### src/rtl/cfgb_pkg.sv
package cfgb_pkg;
  localparam int DATA_W      = 32;
  localparam int LANES       = DATA_W / 8;
  localparam int OFF_W       = $clog2(LANES);
  localparam int BUS_W       = 8;
  localparam int DEV_W       = 5;
  localparam int FN_W        = 3;
  localparam int REG_W       = 6;
  localparam int EN_BIT      = 31;
  localparam int BUS_LSB     = 16;
  localparam int DEV_LSB     = 11;
  localparam int FN_LSB      = 8;
  localparam int REG_LSB     = 2;
  localparam int SPACE_BYTES = 1 << (REG_W + REG_LSB);
  localparam int END_W       = REG_W + REG_LSB + 2;

  typedef enum logic [1:0] {
    SZ_BYTE = 2'd0,
    SZ_HALF = 2'd1,
    SZ_WORD = 2'd2,
    SZ_BAD  = 2'd3
  } size_e;

  typedef enum logic {ST_IDLE, ST_WAIT} state_e;

  typedef struct packed {
    logic              write;
    logic [1:0]        size;
    logic [OFF_W-1:0]  off;
    logic [DATA_W-1:0] wdata;
  } op_t;

  // number of bytes moved for a size code, zero for the unused code
  function automatic logic [3:0] size_bytes(input logic [1:0] sz);
    case (sz)
      SZ_BYTE: return 4'd1;
      SZ_HALF: return 4'd2;
      SZ_WORD: return 4'd4;
      default: return 4'd0;
    endcase
  endfunction

  // lanes touched by an access of width sz starting at byte off
  function automatic logic [LANES-1:0] lane_mask(input logic [1:0] sz,
                                                 input logic [OFF_W-1:0] off);
    logic [LANES-1:0] base;
    case (sz)
      SZ_BYTE: base = LANES'(1);
      SZ_HALF: base = LANES'(3);
      SZ_WORD: base = '1;
      default: base = '0;
    endcase
    return base << off;
  endfunction

  // well-formed: known size, stays inside one dword, ends inside the space
  function automatic logic access_ok(input logic [1:0] sz,
                                     input logic [OFF_W-1:0] off,
                                     input logic [REG_W-1:0] rg);
    logic [3:0]       n;
    logic [END_W-1:0] end_byte;
    n        = size_bytes(sz);
    end_byte = {2'b00, rg, 2'b00} + END_W'(off) + END_W'(n);
    return (n != 4'd0) && ((4'(off) + n) <= 4'(LANES))
           && (end_byte <= END_W'(SPACE_BYTES));
  endfunction
endpackage

### src/rtl/cfgb_addr_reg.sv
module cfgb_addr_reg
  import cfgb_pkg::*;
(
  input  logic              clk,
  input  logic              rst_n,
  input  logic              wr_en,
  input  logic [DATA_W-1:0] wdata,
  output logic [DATA_W-1:0] q
);
  always_ff @(posedge clk) begin
    if (!rst_n)
      q <= '0;
    else if (wr_en)
      q <= {wdata[DATA_W-1:REG_LSB], {REG_LSB{1'b0}}};
  end
endmodule

### src/rtl/cfgb_lanes.sv
module cfgb_lanes
  import cfgb_pkg::*;
(
  input  logic [1:0]        size,
  input  logic [OFF_W-1:0]  off,
  input  logic [DATA_W-1:0] wdata,
  input  logic [DATA_W-1:0] raw_rdata,
  output logic [LANES-1:0]  be,
  output logic [DATA_W-1:0] lane_wdata,
  output logic [DATA_W-1:0] aligned_rdata
);
  logic [LANES-1:0]  keep_lanes;
  logic [DATA_W-1:0] keep_bits;
  logic [DATA_W-1:0] shifted;

  assign be         = lane_mask(size, off);
  assign keep_lanes = lane_mask(size, '0);
  assign lane_wdata = wdata << {off, 3'b000};
  assign shifted    = raw_rdata >> {off, 3'b000};

  for (genvar i = 0; i < LANES; i++) begin : g_keep
    assign keep_bits[8*i +: 8] = {8{keep_lanes[i]}};
  end

  assign aligned_rdata = shifted & keep_bits;
endmodule

### src/rtl/cfgb_ctrl.sv
module cfgb_ctrl
  import cfgb_pkg::*;
(
  input  logic              clk,
  input  logic              rst_n,
  input  logic              io_valid,
  input  logic              io_write,
  input  logic              io_sel,
  input  logic [1:0]        io_size,
  input  logic [OFF_W-1:0]  io_offset,
  input  logic [DATA_W-1:0] io_wdata,
  input  logic [DATA_W-1:0] addr_q,
  input  logic              cfg_rsp,
  input  logic [DATA_W-1:0] rd_aligned,
  output logic              addr_wr,
  output op_t               op_q,
  output logic              cfg_req,
  output logic              io_ack,
  output logic              io_err,
  output logic [DATA_W-1:0] io_rdata,
  output logic              io_busy
);
  state_e state;
  logic   accept;
  logic   legal;
  logic   enabled;

  assign accept  = io_valid && (state == ST_IDLE);
  assign legal   = access_ok(io_size, io_offset, addr_q[REG_LSB +: REG_W]);
  assign enabled = addr_q[EN_BIT];
  assign addr_wr = accept && !io_sel && io_write;
  assign io_busy = (state == ST_WAIT);

  always_ff @(posedge clk) begin
    if (!rst_n) begin
      state    <= ST_IDLE;
      cfg_req  <= 1'b0;
      io_ack   <= 1'b0;
      io_err   <= 1'b0;
      io_rdata <= '0;
      op_q     <= '0;
    end else begin
      cfg_req <= 1'b0;
      io_ack  <= 1'b0;
      case (state)
        ST_IDLE: begin
          if (accept) begin
            op_q.write <= io_write;
            op_q.size  <= io_size;
            op_q.off   <= io_offset;
            op_q.wdata <= io_wdata;
            if (!io_sel) begin
              io_ack   <= 1'b1;
              io_err   <= 1'b0;
              io_rdata <= io_write ? '0 : addr_q;
            end else if (!legal) begin
              io_ack   <= 1'b1;
              io_err   <= 1'b1;
              io_rdata <= '1;
            end else if (!enabled) begin
              io_ack   <= 1'b1;
              io_err   <= 1'b0;
              io_rdata <= '1;
            end else begin
              cfg_req <= 1'b1;
              state   <= ST_WAIT;
            end
          end
        end
        ST_WAIT: begin
          if (cfg_rsp) begin
            io_ack   <= 1'b1;
            io_err   <= 1'b0;
            io_rdata <= op_q.write ? '0 : rd_aligned;
            state    <= ST_IDLE;
          end
        end
        default: state <= ST_IDLE;
      endcase
    end
  end
endmodule

### src/rtl/cfg_port_bridge.sv
module cfg_port_bridge
  import cfgb_pkg::*;
(
  input  logic              clk,
  input  logic              rst_n,
  input  logic              io_valid,
  input  logic              io_write,
  input  logic              io_sel,
  input  logic [1:0]        io_size,
  input  logic [1:0]        io_offset,
  input  logic [31:0]       io_wdata,
  output logic              io_ack,
  output logic              io_err,
  output logic [31:0]       io_rdata,
  output logic              io_busy,
  output logic              cfg_req,
  output logic              cfg_we,
  output logic [7:0]        cfg_bus,
  output logic [4:0]        cfg_dev,
  output logic [2:0]        cfg_fn,
  output logic [5:0]        cfg_reg,
  output logic [3:0]        cfg_be,
  output logic [31:0]       cfg_wdata,
  input  logic              cfg_rsp,
  input  logic [31:0]       cfg_rdata
);
  logic [DATA_W-1:0] addr_q;
  logic              addr_wr;
  logic              addr_en;
  logic [DATA_W-1:0] rd_aligned;
  op_t               op_q;

  assign addr_en = addr_q[EN_BIT];

  cfgb_addr_reg i_addr (
    .clk   (clk),
    .rst_n (rst_n),
    .wr_en (addr_wr),
    .wdata (io_wdata),
    .q     (addr_q)
  );

  cfgb_ctrl i_ctrl (
    .clk        (clk),
    .rst_n      (rst_n),
    .io_valid   (io_valid),
    .io_write   (io_write),
    .io_sel     (io_sel),
    .io_size    (io_size),
    .io_offset  (io_offset),
    .io_wdata   (io_wdata),
    .addr_q     (addr_q),
    .cfg_rsp    (cfg_rsp),
    .rd_aligned (rd_aligned),
    .addr_wr    (addr_wr),
    .op_q       (op_q),
    .cfg_req    (cfg_req),
    .io_ack     (io_ack),
    .io_err     (io_err),
    .io_rdata   (io_rdata),
    .io_busy    (io_busy)
  );

  cfgb_lanes i_lanes (
    .size          (op_q.size),
    .off           (op_q.off),
    .wdata         (op_q.wdata),
    .raw_rdata     (cfg_rdata),
    .be            (cfg_be),
    .lane_wdata    (cfg_wdata),
    .aligned_rdata (rd_aligned)
  );

  assign cfg_we  = op_q.write;
  assign cfg_bus = addr_q[BUS_LSB +: BUS_W];
  assign cfg_dev = addr_q[DEV_LSB +: DEV_W];
  assign cfg_fn  = addr_q[FN_LSB +: FN_W];
  assign cfg_reg = addr_q[REG_LSB +: REG_W];
endmodule

### config.mk
export PLATFORM = sky130hd
export DESIGN_NAME = cfg_port_bridge
export DESIGN_NICKNAME = d
export VERILOG_FILES = /design/src/rtl/cfgb_pkg.sv /design/src/rtl/cfgb_addr_reg.sv /design/src/rtl/cfgb_lanes.sv /design/src/rtl/cfgb_ctrl.sv /design/src/rtl/cfg_port_bridge.sv
export SDC_FILE = /design/constraint.sdc
export NUM_CORES = 1
export LEC_CHECK = 0
export BUFFER_PORTS_ARGS = -buffer_cell sky130_fd_sc_hd__clkbuf_2
export CORE_MARGIN = 3
export CORE_UTILIZATION = 45
export DETAILED_ROUTE_END_ITERATION = 6
export HOLD_SLACK_MARGIN = 0.05
export PLACE_DENSITY = 0.79
export SETUP_SLACK_MARGIN = 0.02
export SLEW_MARGIN = 15
export SYNTH_ARGS = -nofsm -noshare
export SYNTH_HDL_FRONTEND = slang
export SYNTH_SLANG_ARGS = --single-unit
### constraint.sdc
create_clock -name clk -period 3.1 [get_ports clk]
set_input_delay 0.155 -clock clk [delete_from_list [all_inputs] [get_ports clk]]
set_output_delay 0.155 -clock clk [all_outputs]
set_load 0.05 [all_outputs]
==> impl_metrics.py, run 1 <==
metrics = {
    "setup_path": {
        "r2r_cells": 6,
        "r2r-start": "i_addr.q[2]",
        "path_delay_family": "buffers and inverters",
        "r2r_end": "i_ctrl.io_rdata[17]",
        "critPathMaxFanout": 35,
        "cp_num_buf_inv": 2,
        "crit_path_end": "cfg_wdata[22]",
        "worstSetupPathType": "flip-flop to output pin",
        "required_ns": 2.94,
        "cp_slowest_cell": "dfxtp_2",
        "cp-startpoint": "i_ctrl.op_q[33]",
        "worstPathArrival_ns": 2.39,
        "crit_path_end_kind": "output pin",
        "cp.depth": 4,
        "path_cells": "buf_4, mux2i_1, o21ai_0, clkbuf_2",
        "worstSetupStartpointType": "flip-flop",
        "reg2reg_slack_ns": 0.97,
        "slowest_delay_ns": 0.79,
    },
    "routing": {
        "vias": 5557,
        "wl_mm": 17.0,
        "firstDrtPassIters": 5,
        "vias_per_cell": 5.58,
        "wl_per_cell_um": 17.0,
        "ant_nets": 0,
        "route.detailed.drc": 0,
        "first_iter_violations": 495,
    },
    "finish": {
        "layout_common_cells": "199 x nand2_1, 168 x clkbuf_2, 126 x a21oi_1, 101 x dfxtp_1, 64 x mux2i_1",
        "layout_commonest_cell": "nand2_1",
        "drive_above_1_share": 0.249,
        "fillers": 1138,
        "antenna-diode-count": 0,
        "syn_to_final_growth_pct": 19.9,
        "post-route-cell-area_um2": 6630,
        "fin_util": 0.566,
        "final_nets": 927,
        "stdcell_count": 995,
    },
    "placed_design": {
        "io_buffers": 168,
        "place_hpwl_mm": 12.6,
        "dpl_cell_area_um2": 6280,
        "dp.cells": 972,
        "place_congestion": 0.875,
    },
    "floorplanning": {
        "initial_core_util": 0.473,
        "core_um2": 11700,
        "num_io_pins": 169,
        "dieArea_um2": 13700,
        "rows": 39,
        "die_x_um": 117,
        "die_h_um": 117,
    },
    "yosys": {
        "yosys_warnings": 0,
        "ys.flop_type": "dfxtp_1",
        "synth.avg_cell_area_um2": 7.61,
        "async_flop_share": 0,
        "syn_inst": 727,
        "seq_area_frac_synth": 0.373,
        "syn_area_um2": 5530,
        "synth-edff-count": 0,
        "ys_ff_latch": 103,
        "synth_fp_nets": 807,
        "yosysUniqueCellTypes": 42,
    },
    "timing": {
        "setup_viol": 0,
        "drv_slew": 0,
        "fin_tns_setup_ns": 0,
        "period_needed_ns": 2.54,
        "tightest_slew_ns": 0.742,
        "max_freq_mhz": 393,
        "skew_ns": 0.00921,
        "min_period_over_period": 0.820,
        "rsz0062_at_grt": "no",
        "hold_viol": 0,
        "slew_headroom": 0.506,
    },
    "cts": {
        "cts_tree": "yes",
        "htreeDepth": 3,
        "clockBufferDepth": 2,
        "ctsResizeCount": 0,
        "numCtsBuffers": 9,
        "clk_pin_slew_ns": 0.07,
        "clock_latency_ns": 0.34,
        "clock-root-buffer": "clkbuf_16",
        "clock_sinks": 103,
    },
    "status": {
        "status": "complete, no violations",
    },
    "power_and_ir_drop": {
        "powerDensity_nw_per_um2": 507,
        "vdd_drop_max_mv": 0.272,
        "p_leak_nw": 2.91,
    },
    "flow_run": {
        "maxCapViolations": 0,
    },
    "global_route": {
        "grt_start_max_net_pins": 72,
        "grt_pass1_wl_mm": 25.8,
        "gr-total-overflow": 0,
        "antenna_found_initial": 0,
        "grt_pass1_vias": 5006,
        "track_usage": 0.241,
    },
    "min_path": {
        "hp-class": "input port to flip-flop",
    },
}
[metal layers]
layer  track usage  share of wire  up-vias  wire [µm]
li1              -              -     2698          -
met1         0.329           0.43     2546       7250
met2         0.385           0.46      272       7880
met3        0.0334          0.079       41       1340
met4        0.0963          0.029        0        495
met5             0              0        -          0
[state kept, by name (all words and copies together) (netlist names)]
register	count
i_ctrl.io_ack	1
i_addr.q	30
i_ctrl.io_busy	1
i_ctrl.op_q	37
i_ctrl.io_err	1
i_ctrl.cfg_req	1
i_ctrl.io_rdata	32
[area by class of cell]
| type | count | area (µm²) | share of cell area |
|---|---|---|---|
| multi-input combinational | 535 | 3030 | 0.456 |
| sequential | 103 | 2060 | 0.311 |
| timing repair buffer | 190 | 1050 | 0.158 |
| clock buffer | 11 | 243 | 0.0366 |
| tap | 143 | 179 | 0.0270 |
| clock inverter | 5 | 41.3 | 0.00623 |
| inverter | 8 | 30.0 | 0.00453 |
[worst reg2reg max path, delay by kind of cell, from the launching register on]
family	cells	cell delay, ns
flops	1	0.46
mux	1	0.27
compound gates	2	0.64
fa+ha+maj	1	0.31
buf+inv	1	0.25
simple gates	1	0.13
[per-stage QoR]
step / hold slack [ns] / power, mW / worst slack [ns]
after floorplan: 0.291 / 2.07 / 0.815
after global placement: 0.381 / 2.28 / 0.685
after detailed placement: 0.392 / 2.29 / 0.595
after CTS: 0.0505 / 3.36 / 0.616
after global routing: 0.0635 / 3.49 / 0.429
final: 0.0585 / 3.36 / 0.559
[Yosys cell counts, types with 7 or more instances]
cell / number / share of area
nand2_1: 199 / 0.13
a21oi_1: 126 / 0.11
dfxtp_1: 103 / 0.37
mux2i_1: 64 / 0.12
clkbuf_1: 41 / 0.028
nor2_1: 31 / 0.021
buf_4: 22 / 0.030
nor2b_1: 17 / 0.019
a211oi_1: 14 / 0.019
o22ai_1: 13 / 0.015
buf_2: 11 / 0.0099
and2_1: 8 / 0.0090
o21ai_0: 8 / 0.0072
o22a_1: 8 / 0.013
o2bb2ai_1: 8 / 0.013
inv_1: 7 / 0.0047
[power by group]
part | leakage, nW | internal [mW] | switching [mW]
logic | 1.93 | 0.235 | 0.578
clock network | 0.133 | 0.575 | 0.513
registers | 0.846 | 1.39 | 0.0651
total | 2.91 | 2.20 | 1.16
[cells by family after synthesis]
family	share of synthesized area
simple gates	0.211
buf+inv	0.0818
flops	0.373
mux	0.122
compound gates	0.198
fa+ha+maj	0.0149
[worst min-delay path by stage]
stage,startpoint,to,slack (ns),depth (start not counted)
finish,io_wdata[4],i_addr.q[4],0.06,3
global route,io_wdata[4],i_addr.q[4],0.06,3
CTS,io_wdata[4],i_addr.q[4],0.05,3
detailed placement,io_wdata[1],i_ctrl.op_q[1],0.39,3
global placement,io_wdata[0],i_ctrl.op_q[0],0.38,3
floorplan,io_wdata[24],i_ctrl.op_q[24],0.29,2
[repair_timing]
action                                 4_1_cts  5_1_grt
hold buffers                                 7        0
setup buffers                                0        0
endpoints found under the hold margin        9        0
(Power assumes the default switching activity.)
==> run 2: changes to the inputs <==
--- a/config.mk
+++ b/config.mk
@@ -10,7 +10,7 @@
 export CORE_UTILIZATION = 45
 export DETAILED_ROUTE_END_ITERATION = 6
 export HOLD_SLACK_MARGIN = 0.05
-export PLACE_DENSITY = 0.79
+export PLACE_DENSITY = 0.82
 export SETUP_SLACK_MARGIN = 0.02
 export SLEW_MARGIN = 15
 export SYNTH_ARGS = -nofsm -noshare
==> constraint.sdc (replaced) <==
create_clock -name clk -period 2.2 [get_ports clk]
set_input_delay 0.11 -clock clk [delete_from_list [all_inputs] [get_ports clk]]
set_output_delay 0.11 -clock clk [all_outputs]
set_load 0.05 [all_outputs]
==> impl_metrics.py, run 2 (synthesized netlist as in run 1, its figures left out) <==
metrics = {
    "timing": {
        "skew_ns": 0.00753,
        "fin_ws_ns": 0.117,
        "hold_viol": 0,
        "drv_slew": 0,
        "period_needed_ns": 2.08,
        "rsz0062_at_grt": "yes",
        "timing.hold.ws_ns": 0.0596,
        "slew_headroom": 0.500,
        "max_freq_mhz": 480,
        "min_period_over_period": 0.947,
        "tightest_slew_ns": 0.751,
        "setup_viol": 0,
    },
    "setup_path": {
        "slowest_delay_ns": 0.44,
        "worstSetupPathType": "flip-flop to flip-flop",
        "worstPathArrival_ns": 2.32,
        "worstSetupStartpointType": "flip-flop",
        "required_ns": 2.44,
        "cp_slowest_cell": "nor4_4",
        "path_cells": "ha_1, a21o_1, o41ai_4, nor4_4, o21ai_4, buf_12, a32o_1",
        "crit_path_end_kind": "flip-flop",
        "critPathMaxFanout": 34,
    },
    "flow_run": {
        "maxCapViolations": 0,
    },
    "global_route": {
        "grt_start_max_net_pins": 72,
        "antenna_found_initial": 0,
        "gr-total-overflow": 0,
        "grt_pass1_wl_mm": 27.7,
        "track_usage": 0.258,
        "grt_pass1_vias": 5488,
    },
    "cts": {
        "clock-root-buffer": "clkbuf_16",
        "clk_pin_slew_ns": 0.07,
        "clockBufferDepth": 2,
        "numCtsBuffers": 9,
        "clock_latency_ns": 0.34,
        "htreeDepth": 3,
        "cts_setup_buffers": 0,
        "clock_sinks": 103,
        "cts_tree": "yes",
    },
    "floorplanning": {
        "initial_core_util": 0.473,
        "rows": 39,
        "dieArea_um2": 13700,
        "die_x_um": 117,
        "die_h_um": 117,
        "num_io_pins": 169,
        "core_um2": 11700,
    },
    "placed_design": {
        "dp.cells": 979,
        "io_buffers": 168,
        "place_congestion": 0.930,
        "place_hpwl_mm": 13.0,
        "pre_cts_ws_ns": -0.205,
    },
    "power_and_ir_drop": {
        "p_sw_frac": 0.331,
        "p_leak_nw": 3.11,
        "power_frac_clock": 0.346,
        "switchingPower_mw": 1.67,
        "seqPwrFrac": 0.405,
        "powerDensity_nw_per_um2": 709,
        "p_total_mw": 5.07,
        "comb_power_share": 0.249,
        "vdd_drop_max_mv": 0.355,
        "cell_internal_pwr_mw": 3.39,
    },
    "routing": {
        "wl_per_cell_um": 17.5,
        "route.detailed.drc": 0,
        "vias": 5751,
        "ant_nets": 0,
        "first_iter_violations": 469,
        "vias_per_cell": 5.59,
        "wl_mm": 18.0,
        "firstDrtPassIters": 5,
    },
    "finish": {
        "layout_common_cells": "199 x nand2_1, 161 x clkbuf_2, 126 x a21oi_1, 101 x dfxtp_1, 64 x mux2i_1",
        "layout_commonest_cell": "nand2_1",
        "syn_to_final_growth_pct": 29.1,
        "fin_util": 0.610,
        "largest_reg_flops": 37,
        "antenna-diode-count": 0,
        "fillers": 1041,
        "largest_registers": "i_ctrl.op_q x37, i_ctrl.io_rdata x32, i_addr.q x30",
        "top_register": "i_ctrl.op_q",
        "stdcell_count": 1029,
        "final_nets": 961,
        "drive_above_1_share": 0.251,
    },
    "status": {
        "status": "complete, no violations",
    },
    "min_path": {
        "hp-class": "input port to flip-flop",
    },
}
run 2: worst max-delay path, delay by kind of cell, from the launching register on:
kind	cells	cell delay, ns
flops	1	0.34
compound gates	4	0.65
fa+ha+maj	1	0.37
simple gates	1	0.44
buf+inv	1	0.19
run 2: cell type report:
class,instances,area (µm²),area share
clock buffer,10,229,0.0321
clock inverter,6,97.6,0.0137
inverter,8,30.0,0.00420
multi-input combinational,535,3050,0.427
sequential,103,2070,0.289
tap,143,179,0.0250
timing repair buffer,224,1490,0.208
run 2: power groups by stage:
stage / clock [mW] / sequential, mW / combinational, mW
after CTS: 1.78 / 2.05 / 1.24
final: 1.75 / 2.05 / 1.26
after global routing: 1.85 / 2.06 / 1.34
after floorplan: 0 / 2.21 / 0.707
after detailed placement: 0 / 2.09 / 1.19
after global placement: 0 / 2.09 / 1.18
run 2: worst paths after layout:
path / depth (start not counted) / end / startpoint / slack [ns]
setup / recovery: 7 / i_ctrl.io_err / i_addr.q[2] / 0.12
hold / removal: 3 / i_ctrl.cfg_req / io_valid / 0.06
setup reg to reg: 7 / i_ctrl.io_err / i_addr.q[2] / 0.12
hold reg to reg: 2 / i_ctrl.op_q[24] / i_ctrl.op_q[24] / 0.45
run 2: per-layer routing:
| metal | track usage | wire length, µm | vias to the layer above |
|---|---|---|---|
| met3 | 0.0473 | 1490 | 35 |
| met4 | 0.0780 | 428 | 0 |
| li1 | - | - | 2765 |
| met5 | 0 | 0 | - |
| met2 | 0.438 | 8710 | 284 |
| met1 | 0.333 | 7420 | 2667 |
run 2: repair_timing:
action	in CTS	in global routing
hold endpoints to repair	63	0
gates resized for setup	0	4
hold buffers	34	0
endpoints found under the setup margin	0	33
run 2: per-stage QoR:
stage	instance area [µm²]	setup TNS [ns]
after floorplan	5540	0
after global placement	6450	-2.46
after global routing	7140	0
after CTS	7120	0
after detailed placement	6450	-5.84
final	7140	0
==> run 3: changes to the inputs <==
--- a/config.mk
+++ b/config.mk
@@ -10,7 +10,7 @@
 export CORE_UTILIZATION = 45
 export DETAILED_ROUTE_END_ITERATION = 6
 export HOLD_SLACK_MARGIN = 0.05
-export PLACE_DENSITY = 0.82
+export PLACE_DENSITY = 0.79
 export SETUP_SLACK_MARGIN = 0.02
 export SLEW_MARGIN = 15
 export SYNTH_ARGS = -nofsm -noshare
==> constraint.sdc (replaced) <==
create_clock -name clk -period 2.1 [get_ports clk]
set_input_delay 0.42 -clock clk [delete_from_list [all_inputs] [get_ports clk]]
set_output_delay 0.42 -clock clk [all_outputs]
set_load 0.05 [all_outputs]
==> impl_metrics.py, run 3 (synthesized netlist as in run 1, its figures left out) <==
metrics = {
    "status": {
        "status": "complete, but fails checks",
        "violations": "setup timing",
    },
    "finish": {
        "largest_reg_flops": 37,
        "antenna-diode-count": 0,
        "layout_commonest_cell": "nand2_1",
        "fillers": 973,
        "layout_common_cells": "199 x nand2_1, 148 x clkbuf_2, 118 x a21oi_1, 100 x dfxtp_1, 55 x mux2i_1",
        "largest_registers": "i_ctrl.op_q x37, i_ctrl.io_rdata x32, i_addr.q x30",
        "final_nets": 944,
        "drive_above_1_share": 0.337,
        "syn_to_final_growth_pct": 34.4,
        "top_register": "i_ctrl.op_q",
    },
    "global_route": {
        "grt_start_max_net_pins": 72,
        "track_usage": 0.257,
        "grt_pass1_wl_mm": 27.5,
        "gr-total-overflow": 0,
        "grt_pass1_vias": 5360,
        "antenna_found_initial": 0,
    },
    "floorplanning": {
        "rows": 39,
        "dieArea_um2": 13700,
        "core_um2": 11700,
        "num_io_pins": 169,
        "initial_core_util": 0.473,
        "die_h_um": 117,
        "die_x_um": 117,
    },
    "setup_path": {
        "worstPathArrival_ns": 2.55,
        "path_cells": "buf_8, nor2_4, ha_4, fa_2, buf_4, o41ai_4, nor4_4, o21ai_4, buf_6, buf_16, mux2i_1",
        "required_ns": 2.38,
        "path_delay_family": "adder cells",
        "crit_path_end_kind": "flip-flop",
        "r2r_cells": 7,
        "r2r-start": "i_addr.q[2]",
        "worstSetupPathType": "input port to flip-flop",
        "cp_num_buf_inv": 4,
        "cp_slowest_cell": "fa_2",
        "critPathMaxFanout": 8,
        "r2r_end": "i_ctrl.io_rdata[10]",
        "worstSetupStartpointType": "input port",
        "slowest_delay_ns": 0.48,
        "reg2reg_slack_ns": 0.10,
    },
    "cts": {
        "cts_tree": "yes",
        "clockBufferDepth": 2,
        "clock_sinks": 103,
        "clk_pin_slew_ns": 0.08,
        "clock-root-buffer": "clkbuf_16",
        "numCtsBuffers": 9,
        "htreeDepth": 3,
        "clock_latency_ns": 0.35,
    },
    "routing": {
        "firstDrtPassIters": 5,
        "vias": 5787,
        "vias_per_cell": 5.72,
        "first_iter_violations": 530,
        "ant_nets": 0,
        "wl_per_cell_um": 18.0,
        "wl_mm": 18.2,
        "route.detailed.drc": 0,
    },
    "timing": {
        "fin_ws_ns": -0.172,
        "hold_viol": 0,
        "rsz0062_at_grt": "yes",
        "tightest_slew_ns": 0.748,
        "skew_ns": 0.0124,
        "max_freq_mhz": 440,
        "setup_viol": 34,
        "min_period_over_period": 1.08,
        "fin_tns_setup_ns": -4.52,
        "slew_headroom": 0.501,
        "drv_slew": 0,
        "period_needed_ns": 2.27,
    },
    "min_path": {
        "hold_end": "i_ctrl.op_q[0]",
        "min_delay_path_depth": 3,
        "hp-class": "input port to flip-flop",
        "min-delay-start": "io_wdata[0]",
    },
    "flow_run": {
        "maxCapViolations": 0,
    },
    "placed_design": {
        "place_hpwl_mm": 13.1,
        "io_buffers": 168,
        "pre_cts_ws_ns": -0.514,
        "place_congestion": 0.933,
    },
    "power_and_ir_drop": {
        "vdd_drop_max_mv": 0.458,
        "p_leak_nw": 3.15,
        "powerDensity_nw_per_um2": 722,
    },
}
[run 3: cell types whose count changed in the layout (fill, tap and decap cells not counted), sizes merged]
cell,before,now
buf,29,56
clkbuf,171,161
bufinv,2,1
dlygate4sd3,34,0
clkinv,0,1
[run 3: where the power goes]
| part | leakage (nW) | total, mW | switching [mW] | internal, mW |
|---|---|---|---|---|
| clock network | 0.156 | 1.77 | 0.795 | 0.978 |
| logic | 2.14 | 1.44 | 0.942 | 0.495 |
| registers | 0.847 | 2.16 | 0.103 | 2.06 |
| total | 3.15 | 5.37 | 1.84 | 3.53 |
[run 3: layer usage]
metal  vias to the layer above  GRT usage  part of all wire
li1                       2728          -                 -
met1                      2759      0.339              0.42
met2                       254      0.428              0.49
met3                        46     0.0468             0.066
met4                         0     0.0841             0.027
met5                         -          0                 0
[run 3: worst register-to-register path, stage by stage (launching register included)]
cell and delay, ns:
dfxtp_1 0.33, ha_1 0.35, o41ai_4 0.39, nor4_4 0.10, o21ai_4 0.27, buf_6 0.19
buf_16 0.14, mux2i_1 0.17
[run 3: how the worst max path moves through the flow]
stage / start / end / depth (start not counted) / slack [ns]
floorplan: i_ctrl.op_q[32] / cfg_be[2] / 4 / -0.27
global placement: io_size[1] / i_ctrl.io_rdata[11] / 10 / -0.42
detailed placement: io_size[1] / i_ctrl.io_rdata[26] / 10 / -0.51
CTS: io_size[0] / i_ctrl.io_rdata[26] / 11 / -0.1
global route: io_size[1] / i_ctrl.io_rdata[10] / 11 / -0.26
finish: io_size[1] / i_ctrl.io_rdata[10] / 11 / -0.17
[run 3: area by class of cell]
type | instances | area [µm²] | share of cell area
Inverter | 8 | 30.0 | 0.00404
Clock buffer | 10 | 239 | 0.0321
Sequential cell | 103 | 2070 | 0.278
Timing Repair Buffer | 207 | 1420 | 0.191
Tap cell | 143 | 179 | 0.0241
Clock inverter | 6 | 72.6 | 0.00976
Multi-Input combinational cell | 535 | 3430 | 0.461
[run 3: timing repair]
action / 4_1_cts / 5_1_grt
gates cloned: 3 / 1
buffers inserted: 4 / 4
endpoints found under the setup margin: 43 / 60
resized for setup: 18 / 41
pin swaps: 2 / 10
hold buffers: 0 / 0
endpoints found under the hold margin: 0 / 0
[run 3: metrics by stage]
step | hold WS (ns) | util | instance area [µm²] | power, mW | std cells
after floorplan | 0.432 | - | 5740 | 3.11 | 727
after global placement | 0.439 | 0.578 | 6770 | 3.51 | 987
after detailed placement | 0.446 | 0.578 | 6770 | 3.53 | 987
after CTS | 0.290 | 0.621 | 7270 | 5.32 | 1010
after global routing | 0.298 | 0.635 | 7440 | 5.55 | 1012
final | 0.292 | 0.635 | 7440 | 5.37 | 1012
